--- src/rtl/pirq_router_pkg.sv ---
package pirq_router_pkg;

    localparam int CFG_W = 8;

    typedef logic [CFG_W-1:0] cfg_byte_t;

    typedef struct packed {
        logic      we;
        cfg_byte_t addr;
        cfg_byte_t data;
    } cfg_wr_t;

    localparam cfg_byte_t ROUTE_RESET = 8'h80;

    // Slot rotation for four request lines: (pin + slot - 1) mod 4.
    function automatic logic [1:0] slot_to_line(input logic [1:0] slot_lo,
                                                input logic [1:0] pin);
        return pin + slot_lo + 2'd3;
    endfunction

endpackage

--- src/rtl/pirq_route_regs.sv ---
module pirq_route_regs
    import pirq_router_pkg::*;
#(
    parameter int N_PIRQ = 4,
    parameter int BASE   = 8'h60
) (
    input  logic                        clk,
    input  logic                        rst,
    input  cfg_wr_t                     wr,
    input  cfg_byte_t                   rd_addr,
    output cfg_byte_t                   rd_data,
    output logic [N_PIRQ-1:0][CFG_W-1:0] route,
    output logic                        wr_hit
);
    localparam int        LW    = (N_PIRQ > 1) ? $clog2(N_PIRQ) : 1;
    localparam cfg_byte_t BASEB = CFG_W'(BASE);
    localparam cfg_byte_t CNT   = CFG_W'(N_PIRQ);

    cfg_byte_t wr_off, rd_off;
    logic      rd_hit;

    assign wr_off = wr.addr - BASEB;
    assign rd_off = rd_addr - BASEB;
    assign wr_hit = wr.we && (wr_off < CNT);
    assign rd_hit = rd_off < CNT;

    for (genvar p = 0; p < N_PIRQ; p++) begin : g_reg
        always_ff @(posedge clk) begin
            if (rst)
                route[p] <= ROUTE_RESET;
            else if (wr_hit && wr_off[LW-1:0] == LW'(p))
                route[p] <= wr.data;
        end
    end

    always_comb begin
        rd_data = '0;
        if (rd_hit)
            rd_data = route[rd_off[LW-1:0]];
    end
endmodule

--- src/rtl/pirq_level_map.sv ---
module pirq_level_map
    import pirq_router_pkg::*;
#(
    parameter int N_PIRQ = 4,
    parameter int N_PIC  = 16
) (
    input  logic                         clk,
    input  logic                         rst,
    input  logic [N_PIRQ-1:0][CFG_W-1:0] route,
    input  logic [N_PIRQ-1:0]            lvl,
    output logic [N_PIC*N_PIRQ-1:0]      lvl_map
);
    localparam int        IW  = $clog2(N_PIC);
    localparam cfg_byte_t LIM = CFG_W'(N_PIC);

    logic [N_PIC*N_PIRQ-1:0] map_d;

    for (genvar q = 0; q < N_PIC; q++) begin : g_pic
        for (genvar p = 0; p < N_PIRQ; p++) begin : g_line
            assign map_d[q*N_PIRQ+p] = lvl[p] && (route[p] < LIM)
                                       && (route[p][IW-1:0] == IW'(q));
        end
    end

    // Whole map rebuilt every cycle from current levels and steering.
    always_ff @(posedge clk) begin
        if (rst) lvl_map <= '0;
        else     lvl_map <= map_d;
    end
endmodule

--- src/rtl/pirq_pic_merge.sv ---
module pirq_pic_merge #(
    parameter int N_PIRQ = 4,
    parameter int N_PIC  = 16
) (
    input  logic [N_PIC*N_PIRQ-1:0] lvl_map,
    output logic [N_PIC-1:0]        pic
);
    for (genvar q = 0; q < N_PIC; q++) begin : g_or
        assign pic[q] = |lvl_map[q*N_PIRQ +: N_PIRQ];
    end
endmodule

--- src/rtl/pirq_route_status.sv ---
module pirq_route_status
    import pirq_router_pkg::*;
#(
    parameter int N_PIRQ = 4,
    parameter int N_PIC  = 16
) (
    input  logic [N_PIRQ-1:0][CFG_W-1:0]          route,
    output logic [N_PIRQ-1:0]                     en,
    output logic [N_PIRQ*$clog2(N_PIC)-1:0]       irq
);
    localparam int        IW  = $clog2(N_PIC);
    localparam cfg_byte_t LIM = CFG_W'(N_PIC);

    for (genvar p = 0; p < N_PIRQ; p++) begin : g_stat
        assign en[p]              = route[p] < LIM;
        assign irq[p*IW +: IW]    = en[p] ? route[p][IW-1:0] : '0;
    end
endmodule

--- src/rtl/pirq_router.sv ---
module pirq_router
    import pirq_router_pkg::*;
#(
    parameter int N_PIRQ = 4,
    parameter int N_PIC  = 16,
    parameter int BASE   = 8'h60
) (
    input  logic                              clk,
    input  logic                              rst,
    input  logic                              cfg_we,
    input  logic [7:0]                        cfg_addr,
    input  logic [7:0]                        cfg_wdata,
    output logic [7:0]                        cfg_rdata,
    input  logic [N_PIRQ-1:0]                 pirq_lvl,
    output logic [N_PIC-1:0]                  pic_out,
    output logic [N_PIRQ-1:0]                 route_en,
    output logic [N_PIRQ*$clog2(N_PIC)-1:0]   route_irq,
    input  logic [7:0]                        dev_fn,
    input  logic [1:0]                        dev_pin,
    output logic [1:0]                        dev_pirq
);
    cfg_wr_t                     wr;
    logic [N_PIRQ-1:0][CFG_W-1:0] route;
    logic [N_PIC*N_PIRQ-1:0]     lvl_map;
    logic                        wr_hit;
    logic                        unused_bits;

    assign wr = '{we: cfg_we, addr: cfg_addr, data: cfg_wdata};

    pirq_route_regs #(.N_PIRQ(N_PIRQ), .BASE(BASE)) u_regs (
        .clk    (clk),
        .rst    (rst),
        .wr     (wr),
        .rd_addr(cfg_addr),
        .rd_data(cfg_rdata),
        .route  (route),
        .wr_hit (wr_hit)
    );

    pirq_level_map #(.N_PIRQ(N_PIRQ), .N_PIC(N_PIC)) u_map (
        .clk    (clk),
        .rst    (rst),
        .route  (route),
        .lvl    (pirq_lvl),
        .lvl_map(lvl_map)
    );

    pirq_pic_merge #(.N_PIRQ(N_PIRQ), .N_PIC(N_PIC)) u_merge (
        .lvl_map(lvl_map),
        .pic    (pic_out)
    );

    pirq_route_status #(.N_PIRQ(N_PIRQ), .N_PIC(N_PIC)) u_stat (
        .route(route),
        .en   (route_en),
        .irq  (route_irq)
    );

    assign dev_pirq    = slot_to_line(dev_fn[4:3], dev_pin);
    assign unused_bits = ^{dev_fn[7:5], dev_fn[2:0], wr_hit};
endmodule

--- config.mk ---
export PLATFORM = sky130hd
export DESIGN_NAME = pirq_router
export DESIGN_NICKNAME = d
export VERILOG_FILES = /design/src/rtl/pirq_router_pkg.sv /design/src/rtl/pirq_route_regs.sv /design/src/rtl/pirq_level_map.sv /design/src/rtl/pirq_pic_merge.sv /design/src/rtl/pirq_route_status.sv /design/src/rtl/pirq_router.sv
export SDC_FILE = /design/constraint.sdc
export NUM_CORES = 1
export LEC_CHECK = 0
export BUFFER_PORTS_ARGS = -buffer_cell sky130_fd_sc_hd__buf_4
export CAP_MARGIN = 20
export CORE_AREA = 3 3 101 103
export CTS_CLUSTER_DIAMETER = 120
export DETAILED_ROUTE_END_ITERATION = 6
export DIE_AREA = 0 0 104 106
export PLACE_DENSITY = 0.71
export SLEW_MARGIN = 20
export SYNTH_ARGS = -nofsm -noshare
export SYNTH_HDL_FRONTEND = slang
export SYNTH_SLANG_ARGS = --single-unit
--- constraint.sdc ---
create_clock -name clk -period 1.61 [get_ports clk]
set_clock_uncertainty 0.1 [all_clocks]
set_input_delay 0.161 -clock clk [delete_from_list [all_inputs] [get_ports clk]]
set_output_delay 0.161 -clock clk [all_outputs]
set_load 0.1 [all_outputs]
## Yosys cells after proc, flatten, opt, wreduce, memory -nomap -nowiden

Index checks and enable logic that the tools add are counted.

- Add/sub/neg operators: 3
- $mul: 0
- Div/mod/pow operators: 0
- $lt $le $gt $ge: 6
- Equality and inequality tests: 63
- Shift operators: 0
- Mux-type cells: 7
- Bitwise gates (word level): 0
- Reductions and logical operators: 94

Operators by type and width:

| cell | number |
|---|---|
| $eq 4x4->1 const B | 32 |
| $logic_and 1x1->1 | 73 |
| $eq 4x3->1 const B | 16 |
| $reduce_or 4->1 | 16 |
| $eq 4x2->1 const B | 8 |
| $lt 8x5->1 const B | 4 |
| $bmux 8 s2 | 1 |
| $eq 4x1->1 const B | 4 |
| $logic_not 4->1 | 4 |
| $mux 4 | 4 |
| $mux 8 | 2 |
| $lt 8x3->1 const B | 1 |
| $sub 8x7->8 const B | 1 |
| $eq 2x2->1 const B | 2 |
| $lt 2x3->1 const B | 1 |
| $add 2x2->2 | 1 |
| $add 2x2->2 const B | 1 |
| $eq 2x1->1 const B | 1 |
| $logic_not 2->1 | 1 |

- Register bits after elaboration: 96
- Latch bits: 0
- RAM bits: 0
- Memory bits (read-only): 0
- Output and inout port bits: 46
- Word-level logic and storage cells: 178
- Memories kept: 0

## Longest topological paths before layout

- Depth in word-level cells: 4
- Mapped depth: 4
- Depth with buffers taken out: 4

## Cells and area by module

From an unflattened synthesis, not the netlist that was laid out.

- Cells, all modules: 363
- Area, all modules: 3,993.8 sq um

Modules (own cells, without submodules):

| module | times used | cells each | area each (sq um) |
|---|---|---|---|
| pirq_level_map | 1 | 171 | 2,001.9 |
| pirq_route_regs | 1 | 151 | 1,639.1 |
| pirq_route_status | 1 | 20 | 185.2 |
| pirq_pic_merge | 1 | 16 | 120.1 |
| pirq_router | 1 | 5 | 47.5 |

## Worst setup path after synthesis

OpenSTA, ideal clock, no wires.

- Path kind: reg-to-output
- From: register u_regs.route[4] in the netlist's numbering
- To: output route_irq[0]
- Data arrival time: 4.478 ns
- Data required time: 1.349 ns
- Path slack: -3.129 ns
- Stages on the path, launching flop included: 3
- Buffers on the path: 0
- Cells stage by stage: dfxtp_1 -> nor4_1 -> and2_1

- Cells in the longest elaborated chain, start to end: 2

Ends and longest elaborated chain:

| what | RTL line | text |
|---|---|---|
| start, declared | pirq_route_regs.sv:12 | `output logic [N_PIRQ-1:0][CFG_W-1:0] route,` |
| start signal, assigned by index | pirq_route_regs.sv:32 | `route[p] <= wr.data;` |
| $lt 8x5->1 | pirq_route_status.sv:15 | `assign en[p] = route[p] < LIM;` |
| net route_en[0] | pirq_router.sv:16 | `output logic [N_PIRQ-1:0] route_en,` |
| $mux 4 | pirq_route_status.sv:16 | `assign irq[p*IW +: IW] = en[p] ? route[p][IW-1:0] : '0;` |
| end, declared | pirq_router.sv:17 | `output logic [N_PIRQ*$clog2(N_PIC)-1:0] route_irq,` |

The timed path passes the listed nets, and every way through them passes these cells.

## Worst setup path after layout

- From: register u_regs.route[28] in the netlist's numbering
- To: output route_irq[13]

- Cells in the longest elaborated chain, start to end: 2

Ends and longest elaborated chain:

| what | RTL line |
|---|---|
| $lt 8x5->1 | pirq_route_status.sv:15 |
| $mux 4 | pirq_route_status.sv:16 |

No other way between the ends.

==> results.md <==
* Status: finished with violations
* Failing checks: setup timing
* Worst setup margin at -0.241 ns
* Vias per inst at ~5.2
* Avg Cell Area, Syn at between 10 and 15 µm²
* Mux cell area share after synthesis at about 14%
* Cell Rows at 35
* DRT Wirelength at roughly 11000 µm
* Launching point of the worst reg2reg path: u_regs.route[28]
* Reg2reg end: u_map.lvl_map[35]
* Initial DRC count at roughly 190
* Io pins at roughly 80
* Area share of fa/ha/maj cells after synthesis at 0.659%
* Antenna violations before repair at 0
* Period utilisation layout at 115%
* Final Non-Filler Cells at roughly 600
* Share of cells above drive strength 1 at a little under half
* Storage cell area at just under 0.002 mm²
* Number of synthesized register bits at 96
* Vias at around 3200
* R2R depth at 5
* Pin count of the biggest net entering global routing at 28
* Most common cell after layout, fill and taps aside: dfxtp_1
* Relative slew slack at 73.0%
* P_leak at approximately 2.5 nW
* Pre-Repair DR Iteration Count at 5
* Simple-gate area share of the yosys netlist at about a third
* Placed Instance Area at approximately 0.005 mm²
* Max Cap Viol at 0
* Input/output buffers at 72
* Crit Path Max Fanout at 5
* CTS Sinks at 96
* Max clock buf depth at 2
* Routed Antenna Nets at 0
* Multi-input gate area at 0.00205 mm²
* Post-synthesis sequential area ratio at between 50 and 60%
* Cell area after layout at 0.00595 mm²
* First-pass GRT wire length at about 18000 µm
* CTS HTree Levels at 3
* Total nets after synthesis at 397
* Hold path endpoint: u_regs.route[5]
* Setup TNS at -5.71 ns
* Main combinational cell family by area after synthesis: simple AND/OR/NAND/NOR gates
* Worst Hold Class: in -> reg
* Min cycle time layout at roughly 1.9 ns
* Compound-Gate Fraction of Synth Area at 0%
* PD cells at about 730 mW/mm²
* CTS root buf: clkbuf_8
* Slew @ Worst Pin at 0.402 ns
* Post-Synth XOR/XNOR Area at less than 1%
* Unrepaired setup endpoints after global routing: yes
* Core area at 0.00928 mm²
* Synthesized area at about 0.0038 mm²
* Die X at 104 µm
* Routed len/inst at between 15 and 20 µm
* Clock slew at reported path FFs at around 0.10 ns
* Cell variety after synth at 36
* Final hold violation count at 0
* Worst EP required at about 1.4 ns
* GPL Wtd Cong at 0.873
* Max Slew Vio Count at 0
* Max VDD drop at approximately 0.55 mV
* Initial core utilization at 40.9%
* Most frequent cells in the layout: dfxtp_1, buf_4, nor2_1, buf_12, nand2b_1
* HP Start: cfg_wdata[5]
* Antenna diodes at 0
* Final setup viols at 44
* Chip Height at approximately 110 µm
* Die area at approximately 0.011 mm²
* Crit end category: primary output
* Critical Path Source Type: register
* Layout Utilization at between 60 and 70%
* Yosys warns at 0
* TritonCTS Buffers at 9
* Worst setup path class: reg -> out
* GRT Residual Overflow at 0
* CTS tree: done
* DP HPWL at roughly 7500 µm
* Synth Instances at between 300 and 400
* Post-route DRC at 0
* WHS Path Cells at 3
* Area Overhead vs Synth at 56.5%
* Arrival @ worst endpoint at ~1.6 ns
* Vias in the first global route at 3317
* # fillers at around 700
* Fmax at approximately 540 MHz
* Placed insts at approximately 590
* Nets at slightly above 500
* GRT Total Usage at about a fifth
* Worst skew pair latency at around 0.37 ns
* Overall power at between 4 and 5 mW
* Reg2Reg Setup Slack at roughly 0.020 ns
## per-layer routing
layer  up-vias  global-route usage [%]  part of all wire [%]
li1       1490                       -                     -
met1      1561                    25.6                    40
met2       116                    34.5                    51
met3        26                    4.31                   5.4
met4         0                    8.36                   3.3
met5         -                       0                     0
## metrics by stage
step                      setup slack (ns)  hold slack (ns)
after CTS                           -0.271           0.0338
final                               -0.241           0.0363
after detailed placement           -0.0573            0.367
after global routing                -0.287           0.0551
after floorplan                     -0.876            0.252
after global placement             -0.0418            0.377
## worst max-delay path by stage
| stage | start | end | slack, ns | cells past startpoint |
|---|---|---|---|---|
| after floorplan | u_regs.route[15] | route_irq[4] | -0.88 | 2 |
| after global placement | cfg_addr[5] | cfg_rdata[5] | -0.04 | 7 |
| after detailed placement | cfg_addr[5] | cfg_rdata[2] | -0.06 | 7 |
| after CTS | u_regs.route[29] | route_irq[13] | -0.27 | 4 |
| after global routing | u_regs.route[31] | route_irq[13] | -0.29 | 4 |
| final | u_regs.route[28] | route_irq[13] | -0.24 | 4 |
## registers in the layout, summed over array words and instances (netlist names)
signal and count:
u_regs.route 32, u_map.lvl_map 64
## critical path, cell delays in order, from the launching register on
cell and delay, ns:
dfxtp_2 0.35, nor4_4 0.35, buf_4 0.19, and2_4 0.16, buf_12 0.17
## where the power goes
group	leakage (nW)	internal [mW]	switching (mW)	total, mW
sequential	0.783	2.36	0.00123	2.36
combinational	1.59	0.131	0.159	0.290
clock	0.111	0.763	0.927	1.69
## timing repair
action,4_1_cts,5_1_grt
resized for setup,185,19
buffers inserted,11,5
pin swaps,28,15
endpoints found under the setup margin,50,66
endpoints found under the hold margin,4,0
hold buffers,1,0
## kinds of logic after synthesis
kind of cell             count (synthesis)
adder cells (fa/ha/maj)                  2
AND/OR/NAND/NOR                        204
buffers and inverters                   17
flip-flops                              96
multiplexers                            40
XOR/XNOR                                 3
## synthesized netlist by cell type (all sizes together)
master,n,share of area (%)
nor3,12,1.6
nor4,6,1.7
nand4,5,1.5
nor2,61,6.0
nor3b,5,1.1
nand3,8,1.1
nand4bb,1,0.30
or4,16,3.2
and3b,3,0.76
nor2b,10,1.6
and2,16,2.6
xor2,1,0.43
nand2b,39,6.4
ha,2,0.66
nand2,8,0.79
inv,4,0.40
or2b,1,0.20
buf,2,0.43
clkbuf,11,1.4
mux2i,32,8.4
nand4b,4,0.92
or3b,1,0.23
dfxtp,96,51
nor4b,1,0.23
or4bb,1,0.30
and3,1,0.20
xnor2,2,0.46
mux4,8,5.5
nand3b,5,0.99
## cell type report
cell class	count	area share (%)
Multi-Input combinational cell	249	34.4
Sequential cell	96	33.1
Timing Repair Buffer	122	25.8
Tap cell	129	2.71
Clock buffer	9	2.08
Clock inverter	7	1.60
Inverter	4	0.253
No activity file was read; power rests on OpenSTA's default activity.
